--- config.mk ---
export PLATFORM = sky130hd
export DESIGN_NAME = spi_status_reg_ctl
export DESIGN_NICKNAME = d
export VERILOG_FILES = /design/src/rtl/spi_sr_pkg.sv /design/src/rtl/spi_sr_sync.sv /design/src/rtl/spi_sr_frame.sv /design/src/rtl/spi_sr_busy_timer.sv /design/src/rtl/spi_status_reg_ctl.sv
export SDC_FILE = /design/constraint.sdc
export NUM_CORES = 1
export LEC_CHECK = 0
export BUFFER_PORTS_ARGS = -buffer_cell sky130_fd_sc_hd__buf_2
export CAP_MARGIN = 0
export CORE_ASPECT_RATIO = 2
export CORE_MARGIN = 3
export CORE_UTILIZATION = 30
export CTS_BUF_LIST = sky130_fd_sc_hd__clkbuf_4 sky130_fd_sc_hd__clkbuf_8 sky130_fd_sc_hd__clkbuf_16
export CTS_CLUSTER_DIAMETER = 100
export CTS_CLUSTER_SIZE = 8
export DETAILED_ROUTE_END_ITERATION = 6
export PLACE_DENSITY = 0.5
export SLEW_MARGIN = 15
export SYNTH_ARGS = -nofsm -noshare
export SYNTH_HDL_FRONTEND = slang
export SYNTH_SLANG_ARGS = --single-unit
--- constraint.sdc ---
create_clock -name clk -period 2.1 [get_ports clk]
set_input_delay 0.105 -clock clk [delete_from_list [all_inputs] [get_ports clk]]
set_output_delay 0.105 -clock clk [all_outputs]
set_load 0.01 [all_outputs]
--- src/rtl/spi_sr_pkg.sv ---
package spi_sr_pkg;
    localparam logic [7:0] OP_WREN = 8'h06;
    localparam logic [7:0] OP_WRSR = 8'h01;
    localparam logic [7:0] OP_RDSR = 8'h05;

    // serial frame tracking state
    typedef struct packed {
        logic       sclk_prev;
        logic       cs_prev;
        logic [2:0] bit_cnt;
        logic [1:0] byte_cnt;   // saturates at 3
        logic [7:0] shift;
        logic [7:0] opcode;
        logic [7:0] data;
        logic [2:0] out_idx;
        logic [7:0] snap;
        logic       so;
    } frame_st_t;

    // status bits 7..2 and latch
    typedef struct packed {
        logic [5:0] prot;       // [5]=write-disable, [4]=quad-enable, [3:0]=block protect
        logic       wel;
    } ctl_st_t;
endpackage

--- src/rtl/spi_sr_sync.sv ---
module spi_sr_sync #(
    parameter int           WIDTH   = 4,
    parameter int           STAGES  = 2,
    parameter logic [WIDTH-1:0] RST_VAL = '0
) (
    input  logic             clk,
    input  logic             rst_n,
    input  logic [WIDTH-1:0] async_i,
    output logic [WIDTH-1:0] sync_o
);
    logic [WIDTH-1:0] stage_q [STAGES];

    genvar g;
    generate
        for (g = 0; g < STAGES; g++) begin : g_stage
            always_ff @(posedge clk or negedge rst_n) begin
                if (!rst_n) stage_q[g] <= RST_VAL;
                else if (g == 0) stage_q[g] <= async_i;
                else stage_q[g] <= stage_q[(g == 0) ? 0 : g-1];
            end
        end
    endgenerate

    assign sync_o = stage_q[STAGES-1];
endmodule

--- src/rtl/spi_sr_frame.sv ---
module spi_sr_frame
    import spi_sr_pkg::*;
(
    input  logic       clk,
    input  logic       rst_n,
    input  logic       sclk_s,
    input  logic       cs_n_s,
    input  logic       si_s,
    input  logic [7:0] status_i,
    output logic       end_o,
    output logic       aligned_o,
    output logic [1:0] bytes_o,
    output logic [7:0] opcode_o,
    output logic [7:0] data_o,
    output logic       so_o
);
    frame_st_t st_d, st_q;
    logic      rise, fall;
    logic [7:0] shifted;

    always_comb begin
        st_d    = st_q;
        rise    = sclk_s & ~st_q.sclk_prev & ~cs_n_s;
        fall    = ~sclk_s & st_q.sclk_prev & ~cs_n_s;
        shifted = {st_q.shift[6:0], si_s};
        st_d.sclk_prev = sclk_s;
        st_d.cs_prev   = cs_n_s;
        if (cs_n_s) begin
            st_d.bit_cnt  = '0;
            st_d.byte_cnt = '0;
            st_d.out_idx  = '0;
            st_d.so       = 1'b0;
        end else begin
            if (rise) begin
                st_d.shift   = shifted;
                st_d.bit_cnt = st_q.bit_cnt + 3'd1;
                if (st_q.bit_cnt == 3'd7) begin
                    if (st_q.byte_cnt == 2'd0) st_d.opcode = shifted;
                    else if (st_q.byte_cnt == 2'd1) st_d.data = shifted;
                    if (st_q.byte_cnt != 2'd3) st_d.byte_cnt = st_q.byte_cnt + 2'd1;
                end
            end
            if (fall && st_q.opcode == OP_RDSR && st_q.byte_cnt != 2'd0) begin
                if (st_q.out_idx == 3'd0) begin
                    st_d.snap = status_i;
                    st_d.so   = status_i[7];
                end else begin
                    st_d.so   = st_q.snap[3'd7 - st_q.out_idx];
                end
                st_d.out_idx = st_q.out_idx + 3'd1;
            end
        end
    end

    always_ff @(posedge clk or negedge rst_n) begin
        if (!rst_n) begin
            st_q           <= '0;
            st_q.cs_prev   <= 1'b1;
        end else begin
            st_q <= st_d;
        end
    end

    assign end_o     = cs_n_s & ~st_q.cs_prev;
    assign aligned_o = (st_q.bit_cnt == 3'd0);
    assign bytes_o   = st_q.byte_cnt;
    assign opcode_o  = st_q.opcode;
    assign data_o    = st_q.data;
    assign so_o      = st_q.so;

    // output is quiet once chip select has been seen high
    p_so_quiet_r10: assert property (@(posedge clk) disable iff (!rst_n)
        cs_n_s |=> !so_o);
endmodule

--- src/rtl/spi_sr_busy_timer.sv ---
module spi_sr_busy_timer #(
    parameter int CYCLE_CLKS = 64
) (
    input  logic clk,
    input  logic rst_n,
    input  logic start_i,
    output logic busy_o,
    output logic done_o
);
    localparam int CW = $clog2(CYCLE_CLKS + 1);
    localparam logic [CW-1:0] LOAD = CW'(CYCLE_CLKS);

    logic [CW-1:0] cnt_d, cnt_q;

    always_comb begin
        cnt_d = cnt_q;
        if (start_i) cnt_d = LOAD;
        else if (cnt_q != '0) cnt_d = cnt_q - 1'b1;
    end

    always_ff @(posedge clk or negedge rst_n) begin
        if (!rst_n) cnt_q <= '0;
        else cnt_q <= cnt_d;
    end

    assign busy_o = (cnt_q != '0);
    assign done_o = (cnt_q == CW'(1));

    // a new cycle never starts on top of a running one
    p_start_idle_r11: assert property (@(posedge clk) disable iff (!rst_n)
        start_i |-> !busy_o);
    // the counter stays within the configured interval
    p_cnt_range_r6: assert property (@(posedge clk) disable iff (!rst_n)
        cnt_q <= LOAD);
endmodule

--- src/rtl/spi_status_reg_ctl.sv ---
module spi_status_reg_ctl
    import spi_sr_pkg::*;
#(
    parameter int CYCLE_CLKS  = 64,
    parameter int SYNC_STAGES = 2
) (
    input  logic       clk,
    input  logic       rst_n,
    input  logic       spi_sclk,
    input  logic       spi_cs_n,
    input  logic       spi_si,
    input  logic       wp_n,
    output logic       spi_so,
    output logic [7:0] status_o
);
    localparam int NSYNC = 4;

    logic [NSYNC-1:0] raw, synced;
    logic sclk_s, cs_n_s, si_s, wp_n_s;

    assign raw = {wp_n, spi_si, spi_cs_n, spi_sclk};

    spi_sr_sync #(
        .WIDTH   (NSYNC),
        .STAGES  (SYNC_STAGES),
        .RST_VAL (4'b1010)
    ) u_sync (
        .clk     (clk),
        .rst_n   (rst_n),
        .async_i (raw),
        .sync_o  (synced)
    );

    assign {wp_n_s, si_s, cs_n_s, sclk_s} = synced;

    logic       f_end, f_aligned;
    logic [1:0] f_bytes;
    logic [7:0] f_opcode, f_data;
    logic       busy, done, start;
    ctl_st_t    ctl_d, ctl_q;
    logic       hpm;

    spi_sr_frame u_frame (
        .clk       (clk),
        .rst_n     (rst_n),
        .sclk_s    (sclk_s),
        .cs_n_s    (cs_n_s),
        .si_s      (si_s),
        .status_i  (status_o),
        .end_o     (f_end),
        .aligned_o (f_aligned),
        .bytes_o   (f_bytes),
        .opcode_o  (f_opcode),
        .data_o    (f_data),
        .so_o      (spi_so)
    );

    spi_sr_busy_timer #(
        .CYCLE_CLKS (CYCLE_CLKS)
    ) u_timer (
        .clk     (clk),
        .rst_n   (rst_n),
        .start_i (start),
        .busy_o  (busy),
        .done_o  (done)
    );

    always_comb begin
        ctl_d = ctl_q;
        start = 1'b0;
        // write-disable with a low protect pin, unless quad-enable owns the pin
        hpm   = ctl_q.prot[5] & ~wp_n_s & ~ctl_q.prot[4];
        if (done) ctl_d.wel = 1'b0;
        if (f_end && f_aligned && !busy) begin
            if (f_opcode == OP_WREN && f_bytes == 2'd1) ctl_d.wel = 1'b1;
            if (f_opcode == OP_WRSR && f_bytes == 2'd2 && ctl_q.wel && !hpm) begin
                ctl_d.prot = f_data[7:2];
                start      = 1'b1;
            end
        end
    end

    always_ff @(posedge clk or negedge rst_n) begin
        if (!rst_n) ctl_q <= '0;
        else ctl_q <= ctl_d;
    end

    assign status_o = {ctl_q.prot, ctl_q.wel, busy};

    // protect field changes only when the latch was set
    p_prot_needs_wel_r4: assert property (@(posedge clk) disable iff (!rst_n)
        !$stable(ctl_q.prot) |-> $past(ctl_q.wel));
    // protect field never changes out of hardware-protected mode
    p_hpm_blocks_r7: assert property (@(posedge clk) disable iff (!rst_n)
        !$stable(ctl_q.prot) |-> !$past(hpm));
    // an accepted write is followed by a busy interval
    p_write_busy_r6: assert property (@(posedge clk) disable iff (!rst_n)
        !$stable(ctl_q.prot) |-> busy);
    // end of the busy interval leaves the latch clear
    p_wel_clear_r6: assert property (@(posedge clk) disable iff (!rst_n)
        $fell(busy) |-> !ctl_q.wel);
    // latch only rises while idle
    p_wel_idle_r11: assert property (@(posedge clk) disable iff (!rst_n)
        $rose(ctl_q.wel) |-> !$past(busy));
endmodule

# ---- Yosys cells after proc, flatten, opt, wreduce, memory -nomap -nowiden
# Index checks and enable logic that the tools add are counted.
dict set report classes {
  shift 0
  muxes 22
  n_bitwise 14
  div_mod_pow 0
  eq_ne 8
  magnitude_cmp 1
  n_reduce_logical 26
  mul 0
  add_sub_neg 5
}
# operator count
set ops {}
lappend ops {{2-to-1 mux 8 bit} 4}
lappend ops {{2-to-1 mux 29 bit} 1}
lappend ops {{equality test 8 x 3 -> 1 bit, second input constant} 2}
lappend ops {{2-to-1 mux 16 bit} 1}
lappend ops {{2-to-1 mux 7 bit} 2}
lappend ops {{2-to-1 mux 12 bit} 1}
lappend ops {{nonzero test 2 bit} 6}
lappend ops {{equality test 8 x 1 -> 1 bit, second input constant} 1}
lappend ops {{logical AND 1 bit} 8}
lappend ops {{2-to-1 mux 1 bit} 8}
lappend ops {{bitwise AND 1 bit} 7}
lappend ops {{equality test 7 x 1 -> 1 bit, second input constant} 1}
lappend ops {{NOT 1 bit} 7}
lappend ops {{nonzero test 7 bit} 1}
lappend ops {{subtractor 7 x 1 -> 7 bit, second input constant} 1}
lappend ops {{adder 3 x 1 -> 3 bit, second input constant} 2}
lappend ops {{zero test 3 bit} 2}
lappend ops {{AND reduction 3 bit} 2}
lappend ops {{2-to-1 mux 5 bit} 1}
lappend ops {{AND reduction 5 bit} 1}
lappend ops {{less-than comparator 3 x 4 -> 1 bit, second input constant} 1}
lappend ops {{2-to-1 mux 2 bit} 2}
lappend ops {{AND reduction 2 bit} 2}
lappend ops {{AND reduction 4 bit} 1}
lappend ops {{10 further kinds} 11}
dict set report word_totals {
  n_memories 0
  word_cells 91
  reg_bits 65
  ramBits 0
  output_inout_bits 9
  latchBits 0
  romBits 0
}

# ---- Longest topological paths before layout
dict set report depth {
  word_depth 8
  ltp_mapped 8
  depth_no_buf 7
}

# ---- Hierarchy
# From an unflattened synthesis, not the netlist that was laid out.
dict set report unflattened {
  cells_unflattened 226
  hier_area_um2 3021.6
}
# mod area_each_um2 n_inst cells_per_inst
set modules_own_cells {}
lappend modules_own_cells {spi_sr_frame 2070.7 1 150}
lappend modules_own_cells {spi_sr_busy_timer 380.4 1 38}
lappend modules_own_cells {spi_status_reg_ctl 335.3 1 26}
lappend modules_own_cells {spi_sr_sync 235.2 1 12}

# ---- Least setup slack after synthesis
# No wires, ideal clock.
dict set report synth_timing {
  kind {reg-to-reg}
  startpoint {register u_frame.st_q, in the netlist u_frame.bytes_o[0]}
  endpoint {register u_frame.st_q[1] (netlist name)}
  stages_incl_launch_ff 7
  path_slack_ns -0.005
  setup_time_ns 0.125
  path_buffers 0
  t_arrival_ns 1.981
  synth_period_minus_slack_ns 2.105
  path_cell_list {dfrtp_1 -> inv_1 -> ha_1 -> or4bb_1 -> nor4_4 -> nand3b_4 -> mux2_2}
}
dict set report synth_via {
  elab_chain_cells 3
}
# element line
set synth_lines {}
lappend synth_lines {{from (decl)} spi_sr_frame.sv:17} ;# frame_st_t st_d, st_q;
lappend synth_lines {{from (signal assigned)} spi_sr_frame.sv:60} ;# st_q <= st_d;
lappend synth_lines {{nonzero test 2 bit} spi_sr_frame.sv:43} ;# if (fall && st_q.opcode == OP_RDSR && st_q.byte_cnt != 2'd0) begin
lappend synth_lines {{logical AND 1 bit} spi_sr_frame.sv:43}
lappend synth_lines {{AND reduction 3 bit (no line)} --}
# No other way between the ends.
# A chain may end at the register's enable or synchronous reset.

# ---- Worst setup path after layout
# Ends and elaborated chain as after synthesis.

==> flow_metrics.py <==
metrics = {
    "yosys": {
        "synth_top_family_by_area": "multiplexers",
        "synth_cells": 195,
        "synth_top_area_share_pct": 53.4,
        "synthMuxAreaShare_pct": 17.8,
        "ys_ff_latch": 62,
        "synth-edff-count": 0,
        "synthTopCellsByCount": "dfrtp_1, mux2_2, ha_1, inv_1",
        "synth_area_leaders": "dfrtp_1, mux2_2, ha_1, dfstp_2, mux2i_1",
        "synth_nets": 212,
        "synth_compound_area_share_pct": 3.28,
        "synthAdderAreaFrac_pct": 5.15,
        "synth-async-reset-ratio_pct": 100,
        "synth.distinct_cells": 38,
        "yosys_warnings": 0,
        "synth_simple_gate_area_share_pct": 11.8,
        "synthFlopType": "dfrtp_1",
        "synth_area_um2": 2670,
        "yosys.area.top_type": "dfrtp_1",
        "yosysMostFrequentCell": "dfrtp_1",
        "synth_xor_area_share_pct": 1.31,
        "seq_area_frac_synth_pct": 58.3,
        "postSynthAreaPerCell_um2": 13.7,
    },
    "place": {
        "io_buffers": 14,
        "place_congestion": 0.789,
        "dp_hpwl_mm": 3.49,
        "place_area_um2": 2940,
        "dp_cells": 315,
    },
    "cts": {
        "cts.htree.levels": 3,
        "clock_sinks": 62,
        "clockBufferDepth": 2,
        "clock_latency_ps": 330,
        "root_buffer": "clkbuf_16",
        "cts_buffers": 9,
        "clkTransAtPathRegs_ps": 50,
        "cts_tree": "done",
    },
    "sta": {
        "drv_slew": 0,
        "finalSetupViolCount": 0,
        "timing.final.hold_violations": 0,
        "rsz0062_at_grt": "yes",
        "finalCritPeriodShare_pct": 96.8,
        "fin_skew_ps": 5.18,
        "max_freq_mhz": 492,
        "max-slew-margin-rel_pct": 70.2,
        "tightest_slew_ps": 446,
        "period_needed_ps": 2030,
        "final.setup.tns_ps": 0,
    },
    "finish": {
        "syn_to_final_growth_pct": 26.9,
        "n_antenna_cell": 0,
        "finalNetCount": 250,
        "multiInputGateArea_um2": 1090,
        "fillerInstances": 861,
        "final_area_um2": 3390,
        "final-seq-area_um2": 1560,
        "drive_gt1_share_pct": 41.2,
        "fin_cells": 338,
    },
    "drt": {
        "wirelength_mm": 4.84,
        "drc": 0,
        "post_drt_via_cell_ratio": 4.66,
        "dr.pass1.iters": 4,
        "ant_nets": 0,
        "vias": 1574,
        "wire_per_inst_um": 14.3,
        "drtIter0Drc": 81,
    },
    "pwr": {
        "p_leak_nw": 1.64,
        "vdd_drop_max_uv": 440,
        "powerDensity_nw_per_um2": 928,
    },
    "setup_path": {
        "required_ps": 2310,
        "crit_path_end_kind": "flip-flop",
        "startpoint_type": "flip-flop",
        "worst_path_max_delay_cell": "or4bb_4",
        "slowest_delay_ps": 540,
        "crit_chain": "inv_2 > ha_4 > or4bb_4 > nor4_4 > nand3b_4 > mux2_2",
        "crit_fanout": 8,
        "worst_ep_arrival_time_ps": 2240,
        "critical-path-top-delay-family": "simple AND/OR/NAND/NOR gates",
        "worst-path-buf-inv": 1,
        "path_class": "reg2reg",
    },
    "grt": {
        "grt_util_all_layers_pct": 11.2,
        "grt.overflow.total": 0,
        "grt_max_degree": 63,
        "grt_pass1_vias": 1717,
        "antenna_found_initial": 0,
        "grt_first_pass_wirelength_mm": 8.44,
    },
    "job": {
        "cap_violations": 0,
    },
    "floorplanning": {
        "die_x_um": 72.7,
        "ioPinCount": 15,
        "core.rowCount": 48,
        "start_util_pct": 30.9,
        "die_y_um": 139,
        "dieArea_um2": 10100,
        "design.core.area_um2": 8650,
    },
    "outcome": {
        "status": "finished clean",
    },
    "min_path": {
        "holdCritPathClass": "in2async",
    },
}
[cell type report]
type,instances,share of cell area (%)
tap,100,3.69
multi-input combinational,117,32.2
clock buffer,10,6.87
clock inverter,6,3.21
timing repair buffer,32,6.90
inverter,11,1.22
sequential,62,46.0
[flip-flops by register name, summed over array words and instances, names as in the netlist]
register,cells
u_frame.shifted,7
u_sync.sync_o,4
u_frame.data_o,6
u_frame.bytes_o,2
status_o,7
u_frame.so_o,1
u_timer.cnt_q,7
u_frame.opcode_o,8
u_frame.st_q,16
u_sync.stage_q,4
[power by group]
group	leakage, nW	total (mW)	switching [mW]	internal (mW)
registers	0.825	1.33	0.0607	1.27
logic	0.647	0.124	0.0528	0.0715
clock network	0.170	1.69	0.523	1.17
total	1.64	3.15	0.637	2.51
[placed cells by master (no fill, tap or decap), types with 3 or more instances in the layout]
cell type / instances
dfstp_2: 5
clkbuf_16: 9
nand3_1: 4
dlygate4sd3_1: 5
nand2b_1: 4
o21ai_0: 4
mux2i_1: 8
bufinv_16: 3
buf_4: 11
nand4b_1: 3
ha_1: 10
mux2_2: 35
nand2_1: 8
nor2_1: 8
inv_1: 9
dfrtp_1: 57
buf_2: 14
[what timing repair did]
item / 4_1_cts / 5_1_grt
pin swaps: 1 / 4
resized for setup: 1 / 9
hold endpoints to repair: 61 / 0
endpoints found under the setup margin: 6 / 19
hold buffers: 5 / 0
buffers inserted: 1 / 1
[metal layers]
| layer | track usage [%] | share of wire (%) | vias to the layer above |
|---|---|---|---|
| li1 | - | - | 767 |
| met1 | 11.7 | 37 | 775 |
| met2 | 19.0 | 56 | 20 |
| met3 | 4.12 | 4.1 | 12 |
| met4 | 5.93 | 2.7 | 0 |
| met5 | 0 | 0 | - |
[metrics by stage]
stage          utilization (%)  setup WS (ps)  hold WS (ps)  total power, mW
3_5_place_dp              34.0          -4.80           144             1.47
5_1_grt                   39.2          -26.2           355             3.28
3_3_place_gp              34.0           13.6           140             1.47
6_report                  39.2           66.9           309             3.15
2_1_floorplan                -          -5.23          -191             1.39
4_1_cts                   38.6           14.9           330             3.19
[worst register-to-register path: stages (launching register included)]
cell	delay (ps)
dfrtp_1	350
inv_2	60
ha_4	160
or4bb_4	540
nor4_4	330
nand3b_4	180
mux2_2	300
[kinds of logic (layout without fill, tap and decap cells)]
logic type | Yosys count | after routing
AOI/OAI and AO/OA | 13 | 13
xor gates and xnor gates | 4 | 4
adders and majority gates | 11 | 11
buffers and inverters | 16 | 59
DFF | 62 | 62
muxes | 43 | 43
and+or+nand+nor | 46 | 46
[path summary, 6_finish.rpt]
check,from,endpoint,slack (ps),depth (start not counted)
max,u_frame.bytes_o[0]$_DFFE_PN0P_,u_frame.st_q[1]$_DFFE_PN0P_,70,6
min,rst_n,u_frame.st_q[11]$_DFFE_PN0P_,310,3
max reg2reg,u_frame.bytes_o[0]$_DFFE_PN0P_,u_frame.st_q[1]$_DFFE_PN0P_,70,6
min reg2reg,u_sync.stage_q[6]$_DFF_PN0_,u_sync.sync_o[2]$_DFF_PN0_,350,0
max in group asynchronous,rst_n,u_sync.sync_o[1]$_DFF_PN1_,1460,3
min in group clk,u_sync.stage_q[6]$_DFF_PN0_,u_sync.sync_o[2]$_DFF_PN0_,350,0
No activity file was read; power rests on OpenSTA's default activity.
